File: src/rtl/bus_if_pkg.sv
package bus_if_pkg;
  typedef enum logic {PH_SETUP = 1'b0, PH_XFER = 1'b1} phase_e;

  typedef struct packed {
    logic vld;
    logic wr;
    logic fetch;
    logic intl;
  } req_attr_t;
endpackage

File: src/rtl/bus_phase.sv
module bus_phase
  import bus_if_pkg::*;
(
  input  logic   clk,
  input  logic   rst,
  input  logic   mode_in,
  output phase_e ph,
  output logic   dbg
);
  always_ff @(posedge clk) begin
    if (rst) begin
      ph  <= PH_SETUP;
      dbg <= mode_in;
    end else begin
      ph  <= (ph == PH_SETUP) ? PH_XFER : PH_SETUP;
    end
  end
endmodule

File: src/rtl/bus_decode.sv
module bus_decode
  import bus_if_pkg::*;
#(
  parameter int AW     = 13,
  parameter int RAM_LO = 'h040,
  parameter int RAM_HI = 'h0FF,
  parameter int GAP_LO = 'h020,
  parameter int GAP_HI = 'h02F
) (
  input  req_attr_t       attr,
  input  logic [AW-1:0]   addr,
  input  logic            dbg,
  output logic            ext,
  output logic            ext_rd,
  output logic            ext_wr,
  output logic            int_rd
);
  localparam logic [AW-1:0] RLO = AW'(RAM_LO);
  localparam logic [AW-1:0] RHI = AW'(RAM_HI);
  localparam logic [AW-1:0] GLO = AW'(GAP_LO);
  localparam logic [AW-1:0] GHI = AW'(GAP_HI);

  logic in_ram, in_gap;

  always_comb begin
    in_ram = (addr >= RLO) && (addr <= RHI);
    in_gap = (addr >= GLO) && (addr <= GHI);
    ext    = attr.vld && !in_gap && (!attr.intl || (dbg && in_ram));
    ext_rd = ext && !attr.wr;
    ext_wr = ext && attr.wr;
    int_rd = attr.vld && !attr.wr && !ext;
  end
endmodule

File: src/rtl/bus_strobes.sv
module bus_strobes
  import bus_if_pkg::*;
#(
  parameter int AW = 13
) (
  input  logic          clk,
  input  logic          rst,
  input  phase_e        ph,
  input  logic          dbg,
  input  req_attr_t     nxt_attr,
  input  logic [AW-1:0] nxt_addr,
  input  req_attr_t     cur_attr,
  input  logic [AW-1:0] cur_addr,
  input  logic          ext,
  input  logic          ext_rd,
  input  logic          ext_wr,
  output logic [AW-1:0] addr_o,
  output logic          fs_o,
  output logic          ce_n,
  output logic          we_n,
  output logic          rd_n,
  output logic          oe
);
  always_ff @(posedge clk) begin
    if (rst) begin
      addr_o <= '0;
      fs_o   <= 1'b0;
      ce_n   <= 1'b1;
      we_n   <= 1'b1;
      rd_n   <= 1'b1;
      oe     <= 1'b0;
    end else if (ph == PH_XFER) begin
      // entering setup clock of the next machine cycle
      ce_n <= 1'b1;
      we_n <= 1'b1;
      oe   <= 1'b0;
      if (dbg) begin
        if (nxt_attr.vld) addr_o <= nxt_addr;
        fs_o <= nxt_attr.vld && nxt_attr.fetch;
        rd_n <= !(nxt_attr.vld && !nxt_attr.wr);
      end else begin
        rd_n <= 1'b1;
      end
    end else begin
      // entering transfer clock
      ce_n <= !ext;
      we_n <= !ext_wr;
      oe   <= !ext_rd;
      if (!dbg) begin
        if (cur_attr.vld) addr_o <= cur_addr;
        fs_o <= cur_attr.vld && cur_attr.fetch;
        rd_n <= !ext_rd;
      end
    end
  end
endmodule

File: src/rtl/bus_data.sv
module bus_data
  import bus_if_pkg::*;
#(
  parameter int DW = 8
) (
  input  logic          clk,
  input  logic          rst,
  input  phase_e        ph,
  input  req_attr_t     nxt_attr,
  input  req_attr_t     cur_attr,
  input  logic [DW-1:0] nxt_wdata,
  input  logic [DW-1:0] int_rdata,
  input  logic [DW-1:0] db_in,
  input  logic          ext_rd,
  input  logic          int_rd,
  output logic [DW-1:0] db_out,
  output logic [DW-1:0] rd_data,
  output logic          rd_vld
);
  logic [DW-1:0] wd_q;

  always_ff @(posedge clk) begin
    if (rst) begin
      wd_q    <= '0;
      db_out  <= '0;
      rd_data <= '0;
      rd_vld  <= 1'b0;
    end else if (ph == PH_XFER) begin
      if (nxt_attr.vld && nxt_attr.wr) wd_q <= nxt_wdata;
      rd_vld <= ext_rd;
      if (ext_rd) rd_data <= db_in;
    end else begin
      rd_vld <= 1'b0;
      if (cur_attr.vld && cur_attr.wr) db_out <= wd_q;
      else if (int_rd)                 db_out <= int_rdata;
    end
  end
endmodule

File: src/rtl/dualtime_bus_if.sv
module dualtime_bus_if
  import bus_if_pkg::*;
#(
  parameter int AW     = 13,
  parameter int DW     = 8,
  parameter int RAM_LO = 'h040,
  parameter int RAM_HI = 'h0FF,
  parameter int GAP_LO = 'h020,
  parameter int GAP_HI = 'h02F
) (
  input  logic          clk,
  input  logic          rst,
  input  logic          mode_dbg,
  output logic          take,
  input  logic          req_vld,
  input  logic          req_wr,
  input  logic          req_fetch,
  input  logic          req_int,
  input  logic [AW-1:0] req_addr,
  input  logic [DW-1:0] req_wdata,
  input  logic [DW-1:0] int_rdata,
  output logic [AW-1:0] bus_addr,
  output logic          bus_fs,
  output logic          bus_ce_n,
  output logic          bus_we_n,
  output logic          bus_rd_n,
  output logic          db_oe,
  output logic [DW-1:0] db_out,
  input  logic [DW-1:0] db_in,
  output logic [DW-1:0] rd_data,
  output logic          rd_vld
);
  phase_e        ph;
  logic          dbg_q;
  req_attr_t     nxt_attr, cur_attr;
  logic [AW-1:0] cur_addr;
  logic          ext, ext_rd, ext_wr, int_rd;

  assign nxt_attr = '{vld: req_vld, wr: req_wr, fetch: req_fetch, intl: req_int};
  assign take     = (ph == PH_XFER);

  bus_phase u_phase (
    .clk(clk), .rst(rst), .mode_in(mode_dbg), .ph(ph), .dbg(dbg_q)
  );

  always_ff @(posedge clk) begin
    if (rst) begin
      cur_attr <= '0;
      cur_addr <= '0;
    end else if (ph == PH_XFER) begin
      cur_attr <= nxt_attr;
      cur_addr <= req_addr;
    end
  end

  bus_decode #(
    .AW(AW), .RAM_LO(RAM_LO), .RAM_HI(RAM_HI), .GAP_LO(GAP_LO), .GAP_HI(GAP_HI)
  ) u_decode (
    .attr(cur_attr), .addr(cur_addr), .dbg(dbg_q),
    .ext(ext), .ext_rd(ext_rd), .ext_wr(ext_wr), .int_rd(int_rd)
  );

  bus_strobes #(.AW(AW)) u_strobes (
    .clk(clk), .rst(rst), .ph(ph), .dbg(dbg_q),
    .nxt_attr(nxt_attr), .nxt_addr(req_addr),
    .cur_attr(cur_attr), .cur_addr(cur_addr),
    .ext(ext), .ext_rd(ext_rd), .ext_wr(ext_wr),
    .addr_o(bus_addr), .fs_o(bus_fs), .ce_n(bus_ce_n),
    .we_n(bus_we_n), .rd_n(bus_rd_n), .oe(db_oe)
  );

  bus_data #(.DW(DW)) u_data (
    .clk(clk), .rst(rst), .ph(ph),
    .nxt_attr(nxt_attr), .cur_attr(cur_attr),
    .nxt_wdata(req_wdata), .int_rdata(int_rdata), .db_in(db_in),
    .ext_rd(ext_rd), .int_rd(int_rd),
    .db_out(db_out), .rd_data(rd_data), .rd_vld(rd_vld)
  );
endmodule

File: config.mk
export PLATFORM = sky130hd
export DESIGN_NAME = dualtime_bus_if
export DESIGN_NICKNAME = d
export VERILOG_FILES = /design/src/rtl/bus_if_pkg.sv /design/src/rtl/bus_phase.sv /design/src/rtl/bus_decode.sv /design/src/rtl/bus_strobes.sv /design/src/rtl/bus_data.sv /design/src/rtl/dualtime_bus_if.sv
export SDC_FILE = /design/constraint.sdc
export NUM_CORES = 1
export LEC_CHECK = 0
export ABC_AREA = 1
export BUFFER_PORTS_ARGS = -buffer_cell sky130_fd_sc_hd__buf_2
export CAP_MARGIN = 15
export CORE_ASPECT_RATIO = 0.6
export CORE_MARGIN = 5
export CORE_UTILIZATION = 39
export CTS_CLUSTER_SIZE = 28
export DETAILED_ROUTE_END_ITERATION = 10
export PLACE_DENSITY = 0.75
export REMOVE_ABC_BUFFERS = 1
export SYNTH_ARGS = -nofsm -noshare
export SYNTH_HDL_FRONTEND = slang
export SYNTH_SLANG_ARGS = --single-unit
File: constraint.sdc
create_clock -name clk -period 2.2 [get_ports clk]
set_clock_uncertainty 0.1 [all_clocks]
set_input_delay 0.11 -clock clk [delete_from_list [all_inputs] [get_ports clk]]
set_output_delay 0.11 -clock clk [all_outputs]
set_load 0.05 [all_outputs]
==> results.txt, run 1 <==
* Type of the worst setup path: register to register
- At the pin with the least slew margin, the transition time is roughly 1 ns.
- Area of the core: between 6000 and 7000 um2
- Final Max Slew Viols: 0
- Dividing the synthesized area by the synthesized cell count gives 7.95 um2.
- DP Wirelength: 3.97 mm
- Number of enable flip-flop cells after synthesis: 1
- The largest individual stage delay along the critical path comes from the cell sky130_fd_sc_hd__or2_2.
- Mean routed wirelength per cell: 11.7 um
- Traced cell by cell, the critical path runs through inv_2 > ha_1 > o221ai_2 > or2_2 > a21oi_1.
- Power per standard cell area: 755 nW/um2
- Counting the buffers created by CTS gives 9.
* Fill cell count: 579
- TritonCTS built the clock tree.
- The synthesized design contains 62 register bits.
- The endpoint identified for the worst register-to-register timing path is u_strobes.addr_o[3].
* Final Net Count: about 470
- STA puts the critical path data required time at approximately 2.4 ns.
* Final clock period utilization by the worst path: 87.2%
- Worst R2R Setup Slack: 0.28 ns
- Summed over all failing endpoints, the final setup total negative slack is 0 ns.
- Wire length of the first global-routing pass: 9.83 mm
* Number of DRC violations after detailed routing: 0
- Post-CTS repair changed the size of 0 cells.
- Number of antenna violations at the first check in global routing: 0
- The number of cells on the worst reg-to-reg path is 5.
* Source of the worst register-to-register timing path: u_phase.ph
- GRT overflow: 0
- Worst hold path depth: 3
- Hold path endpoint: cur_attr[3]
- The routed design has 5.97 mm of wire.
* Non-filler instance count after layout: 512
* Final core utilization: 55.6%
- 0 antenna diodes ended up in the layout.
- The flow ran to the end, and the final reports show no timing, DRC or antenna violations.
- Prevailing post-synth register cell: sky130_fd_sc_hd__dfxtp_1
- Number of placed cells counting well taps: 463
* Synth Cell Area: 2490 um2
- Worst-path clk slew: 0.07 ns
- The routed layout has 2268 vias.
- The area growth from synthesis to layout is 37.9%.
- Highest ir drop seen on vdd: 0.310 mV
- Yosys warnings: 0
- Largest buffer count on any clock path: 2
* Portion of the post-synthesis area used by sequential elements: 50.3%
- Type of element capturing the critical path: register
* Nature of the critical path startpoint: register
- Overall power: about 2600 uW
* Clock sink count: 62
- Setup repair after global routing left no endpoint under its margin.
- Worst min-delay path class: primary input to register
- Clock insertion delay at the later pin of the skew report: 0.33 ns
- Initial Util: 40.3%
- Final antenna-violating net count: 0
* Via count of the first global-routing pass: 2112
- DR vias/cell: 4.43
* Async set or reset register ratio after synthesis: 0%
- The floorplan has 22 rows.
- RD Place Congestion: 0.732
* Relative slew margins: 34.4%
- Leakage power summed over all cells: 0.00159 uW
* First-pass DRT Iterations: 4
* Horizontal die dimension: 113 um
- The die covers between 8000 and 9000 um2.
* Share of cells above drive strength 1: 25.7%
- Static timing analysis puts the maximum clock frequency at ~0.52 GHz.
* Maximum number of pins on one net before global-route repair: 33
* I/O pin count: 80
- The smallest clock period supported by the final layout is computed as 1.92 ns.
- Across all hold checks on the routed design, the worst slack comes to 0.0186 ns.
- Across the run, the number of max-cap violations was 0.
* Mapped Cells: around 310
* Cell at the root of the clock tree: sky130_fd_sc_hd__clkbuf_8
- The final hold violation count came to 0.
- Buffers placed on the I/O ports in this run total 79.
- The number of hold buffers added after CTS was 33.
* Maximum net fanout on the critical path: 26
- Global routing used 15.1% of the available tracks across all layers.
- The first routing iteration left 107 violations.
- Combined buffer and inverter count along the critical path: 1
- Die outline height: a little over 70 um
* Maximum level of the CTS H-tree: 3
- The number of setup buffers added after CTS is 0.
- Critical path data arrival time: 2.07 ns
- The startpoint identified for the worst hold timing path is req_vld.
- For this run, the slowest stage of the critical path takes about 0.43 ns.
* Startpoint of the most critical setup path: u_phase.ph
* CP top delay family: compound AO/OA/AOI/OAI gates
- Setup violation total in the final timing report: 0
- Count of different cell masters after synthesis: 29
-- tightest hold or removal path, cell delays in order --
cell	delay [ns]
sky130_fd_sc_hd__buf_2	0.13
sky130_fd_sc_hd__nand2_1	0.09
sky130_fd_sc_hd__a21oi_1	0.07
-- metrics by stage --
step,instance area (um2),setup WS [ns]
after detailed placement,2920,0.304
after floorplan,2400,-0.425
after global routing,3430,0.121
after global placement,2920,0.405
final,3430,0.282
after CTS,3430,0.246
-- cell usage after synthesis (all sizes together) (7+ instances only) --
cell type	n	share of area [%]
buf	8	2.3
o21ai	23	4.6
or2	13	3.3
nand3	7	1.9
dfxtp	61	49
mux2i	9	3.6
nand3b	8	2.4
inv	26	3.9
nor2	51	8.1
nand2	59	9.0
clkbuf	7	1.1
a21oi	33	6.6
-- worst max-delay path by stage --
stage,slack (ns),endpoint,cells past startpoint
final,0.28,u_strobes.addr_o[3],5
after global routing,0.12,u_strobes.addr_o[3],5
after CTS,0.25,u_strobes.addr_o[3],5
after detailed placement,0.30,u_strobes.addr_o[3],5
after global placement,0.40,u_strobes.addr_o[5],4
after floorplan,-0.43,u_strobes.addr_o[1],5
-- layout by cell type, fill, tap and decap left out, drive strengths merged --
master	Yosys	routed
o21ai	23	23
buf	8	81
clkinv	1	5
dlygate4sd3	0	33
nor3	1	1
inv	26	26
edfxtp	1	1
clkbuf	7	11
a31oi	1	1
nand3	7	7
a21oi	33	33
nand4	2	2
nand3b	8	8
bufinv	0	1
nand2	59	59
o221ai	1	1
nor2	51	51
ha	1	1
mux2i	9	9
dfxtp	61	61
or2	13	13
-- metal layers --
layer	share of wire, %	global-route usage, %	up-vias
met2	45	23.7	59
met3	7.5	6.92	4
met5	0	0	-
met1	47	19.2	988
met4	0.49	3.60	0
li1	-	-	1217
-- state kept, by name, summed over array words and instances, names as in the netlist, 4 cells and up --
name              count
u_data.db_out         8
u_data.wd_q           8
u_data.rd_data        8
u_strobes.addr_o     13
cur_attr              4
cur_addr             13
-- cell type report --
class / instances / area, um2 / area share (%)
Clock buffer: 11 / 131 / 3.83
Clock inverter: 5 / 50.0 / 1.46
Inverter: 27 / 101 / 2.95
Multi-Input combinational cell: 209 / 1050 / 30.6
Sequential cell: 62 / 1250 / 36.5
Tap cell: 84 / 105 / 3.06
Timing Repair Buffer: 114 / 741 / 21.6
-- cells by family (layout without fill, tap and decap cells) --
group / after synthesis / after routing / synth area share [%]
and+or+nand+nor: 141 / 141 / 26.0
DFF: 62 / 62 / 50.3
AOI/OAI and AO/OA: 58 / 58 / 12.1
buffers and inverters: 42 / 157 / 7.44
muxes: 9 / 9 / 3.62
adders and majority gates: 1 / 1 / 0.503
-- power by group --
part / total [uW] / internal (uW) / switching [uW]
Sequential: 1220 / 1190 / 28.7
Clock: 928 / 516 / 412
Combinational: 445 / 162 / 283
Total: 2590 / 1870 / 724
(Power assumes the default switching activity.)
==> run 2: changes to the inputs <==
--- a/config.mk
+++ b/config.mk
@@ -10,11 +10,12 @@
 export CAP_MARGIN = 15
 export CORE_ASPECT_RATIO = 0.6
 export CORE_MARGIN = 5
-export CORE_UTILIZATION = 39
+export CORE_UTILIZATION = 50
 export CTS_CLUSTER_SIZE = 28
 export DETAILED_ROUTE_END_ITERATION = 10
-export PLACE_DENSITY = 0.75
+export PLACE_DENSITY = 0.9
 export REMOVE_ABC_BUFFERS = 1
+export SKIP_CTS_REPAIR_TIMING = 1
 export SYNTH_ARGS = -nofsm -noshare
 export SYNTH_HDL_FRONTEND = slang
 export SYNTH_SLANG_ARGS = --single-unit
==> constraint.sdc (replaced) <==
create_clock -name clk -period 1.9 [get_ports clk]
set_clock_uncertainty 0.1 [all_clocks]
set_input_delay 0.095 -clock clk [delete_from_list [all_inputs] [get_ports clk]]
set_output_delay 0.095 -clock clk [all_outputs]
set_load 0.05 [all_outputs]
==> results.txt, run 2 (synthesized netlist as in run 1, its figures left out) <==
- Final Net Count: between 400 and 500
- Count of port buffers added during placement: 79
* Worst hold path depth: 3
* Most utilized layer in the global route result: met2
* Required @ worst endpoint: 2.05 ns
* Overall power: 2920 uW
- Non-filler instance count after layout: 489
- GR met2 Demand/Resource: 28.7%
- Entering global routing, the biggest net connects 33 pins.
* Nature of the critical path startpoint: register
- Initial Util: a little over half
* Type of the worst setup path: register to register
- Row generation in the floorplan step produced 19 rows.
* Number of placed cells counting well taps: 444
- Overall via count from detail_route: 2321
- In the layout the commonest cells are 79 x sky130_fd_sc_hd__buf_2, 61 x sky130_fd_sc_hd__dfxtp_1, 58 x sky130_fd_sc_hd__nand2_1, 49 x sky130_fd_sc_hd__nor2_1, 33 x sky130_fd_sc_hd__a21oi_1.
* Maximum level of the CTS H-tree: 3
- Fmax achieved: between 0.5 and 0.6 GHz
- The floorplan step defined a core boundary enclosing 4680 um2.
- GRT overflow: 0
* DP Wirelength: 4.09 mm
* Die ar.: 6530 um2
- Most common library cell in the layout ignoring fill and taps: sky130_fd_sc_hd__buf_2
- For hold timing, the worst endpoint is u_data.wd_q[5].
- In the routed layout, each cell is associated on average with a via count of 4.75.
- Worst reg-to-reg path cell count: 4
- Dividing the detail-routed wire length by the instance count gives about 13 um.
- The repair_antennas step left the layout with diodes totalling 0.
- DP Worst Slack: 0.00437 ns
- I/O pin count: 80
* First-pass DRT Iterations: 4
* Wire length reported by the detailed router: a little over 6 mm
- Setup slack closes at between 0.15 and 0.2 ns.
- Cell at the root of the clock tree: sky130_fd_sc_hd__clkbuf_8
* Clock sink count: 62
- Maximum net fanout on the critical path: 13
- Clock tree from TritonCTS: yes
- Die outline height: 64.6 um
* Violated checks: negative hold slack
* Type of element capturing the critical path: register
- Across every metal layer, demand over resource in global routing totals 17.6%.
- Setup slack on the worst reg-to-reg path comes out at 0.15 ns.
- From left edge to right edge, the die measures ~100 um.
* Number of antenna violations at the first check in global routing: 0
- Final clock period utilization by the worst path: 92.0%
* Outcome: complete, but fails checks
* Final core utilization: 72.4%
* Final Max Slew Viols: 0
* DR iter-0 viols: between 80 and 90
- The worst register-to-register path begins at u_phase.dbg.
* Time the worst path needs with I/O delays and setup: 1.75 ns
- The tool flagged a number of max-cap violations equal to 0.
- In this run the tightest slew margin relative to its limit is 50.5%.
- TritonCTS created 9 clock buffers.
- Setup violation total in the final timing report: 0
- After detailed routing, the number of remaining DRC violations is 0.
* Share of cells above drive strength 1: roughly a quarter
- Setup repair after global routing left no endpoint under its margin.
- The count of nets left with antenna violations once routing finished came out at 0.
- Met3 layer usage reported by global route: 5.89%
* Largest registers: cur_addr x13, u_strobes.addr_o x13
- Worst min-delay path class: primary input to register
- GRT met1 Usage: 22.3%
- The worst hold path begins at req_wdata[5].
- Growth of design area from synthesis to finish: 36.4%
* Highest ir drop seen on vdd: 0.564 mV
* Via count of the first global-routing pass: 1966
- The first global-routing pass estimated between 9 and 10 mm of wire.
- Routability-driven placement finished with a final weighted congestion of approximately 0.84.
- Terminus of the critical flop-to-flop path: u_strobes.addr_o[4]
- Summed over all cells, the static leakage comes to 0.00157 uW.
* Largest buffer count on any clock path: 2
- Transition at the pin with the smallest max-transition slack: 0.737 ns
- The tightest hold path in the finished design has a slack of -0.0391 ns.
- For the worst-skew pair, the clock arrives at the later sink with an insertion delay of 0.32 ns.
- Critical path data arrival time: 1.90 ns
- The final hold violation count came to 2.
- Worst-path clk slew: 0.06 ns
- Power per standard cell area: 861 nW/um2
[run 2: cell types whose count changed in the layout (fill, tap and decap cells not counted)]
| cell | before | now |
|---|---|---|
| sky130_fd_sc_hd__buf_4 | 2 | 4 |
| sky130_fd_sc_hd__clkbuf_1 | 2 | 3 |
| sky130_fd_sc_hd__o221ai_4 | 0 | 1 |
| sky130_fd_sc_hd__bufinv_16 | 1 | 0 |
| sky130_fd_sc_hd__clkbuf_8 | 9 | 11 |
| sky130_fd_sc_hd__clkinv_2 | 4 | 1 |
| sky130_fd_sc_hd__dlygate4sd3_1 | 33 | 29 |
[run 2: per-stage QoR]
stage               hold WS (ns)  cell area, um2  TNS (ns)
floorplan                 0.0641            2400    -11.92
global placement           0.201            2910         0
detailed placement         0.199            2910         0
CTS                       -0.141            3080         0
global route             0.00445            3390         0
finish                   -0.0391            3390         0
[run 2: where the power goes]
group          internal [uW]  switching [uW]
clock network            537             446
logic                    189             337
registers               1380            37.2
total                   2100             820
[run 2: area by class of cell]
| class | instances | area, um2 |
|---|---|---|
| tap | 63 | 78.8 |
| timing repair buffer | 112 | 716 |
| fill | 386 | 1290 |
| multi-input combinational | 210 | 1080 |
| sequential | 62 | 1250 |
| clock inverter | 1 | 5.00 |
| inverter | 27 | 101 |
| clock buffer | 14 | 163 |
[run 2: critical path, cell delays in order, from the launching register on]
cell and delay (ns):
sky130_fd_sc_hd__edfxtp_1 0.50, sky130_fd_sc_hd__ha_1 0.43, sky130_fd_sc_hd__o221ai_4 0.21, sky130_fd_sc_hd__or2_2 0.33, sky130_fd_sc_hd__a21oi_1 0.12
[run 2: worst max-delay path by stage]
stage                           start                  end  slack (ns)  cells after the start
after floorplan            u_phase.ph  u_strobes.addr_o[1]       -0.73                      5
after global placement    u_phase.dbg  u_strobes.addr_o[2]        0.11                      4
after detailed placement  u_phase.dbg  u_strobes.addr_o[4]       0.004                      4
after CTS                 u_phase.dbg  u_strobes.addr_o[3]       0.001                      4
after global routing      u_phase.dbg  u_strobes.addr_o[4]        0.07                      4
final                     u_phase.dbg  u_strobes.addr_o[4]        0.15                      4
[run 2: metal layers]
layer  up-vias  part of all wire (%)
met5         -                     0
met4         0                  0.43
met3         4                   6.2
met2        61                    49
met1      1038                    45
li1       1218                     -
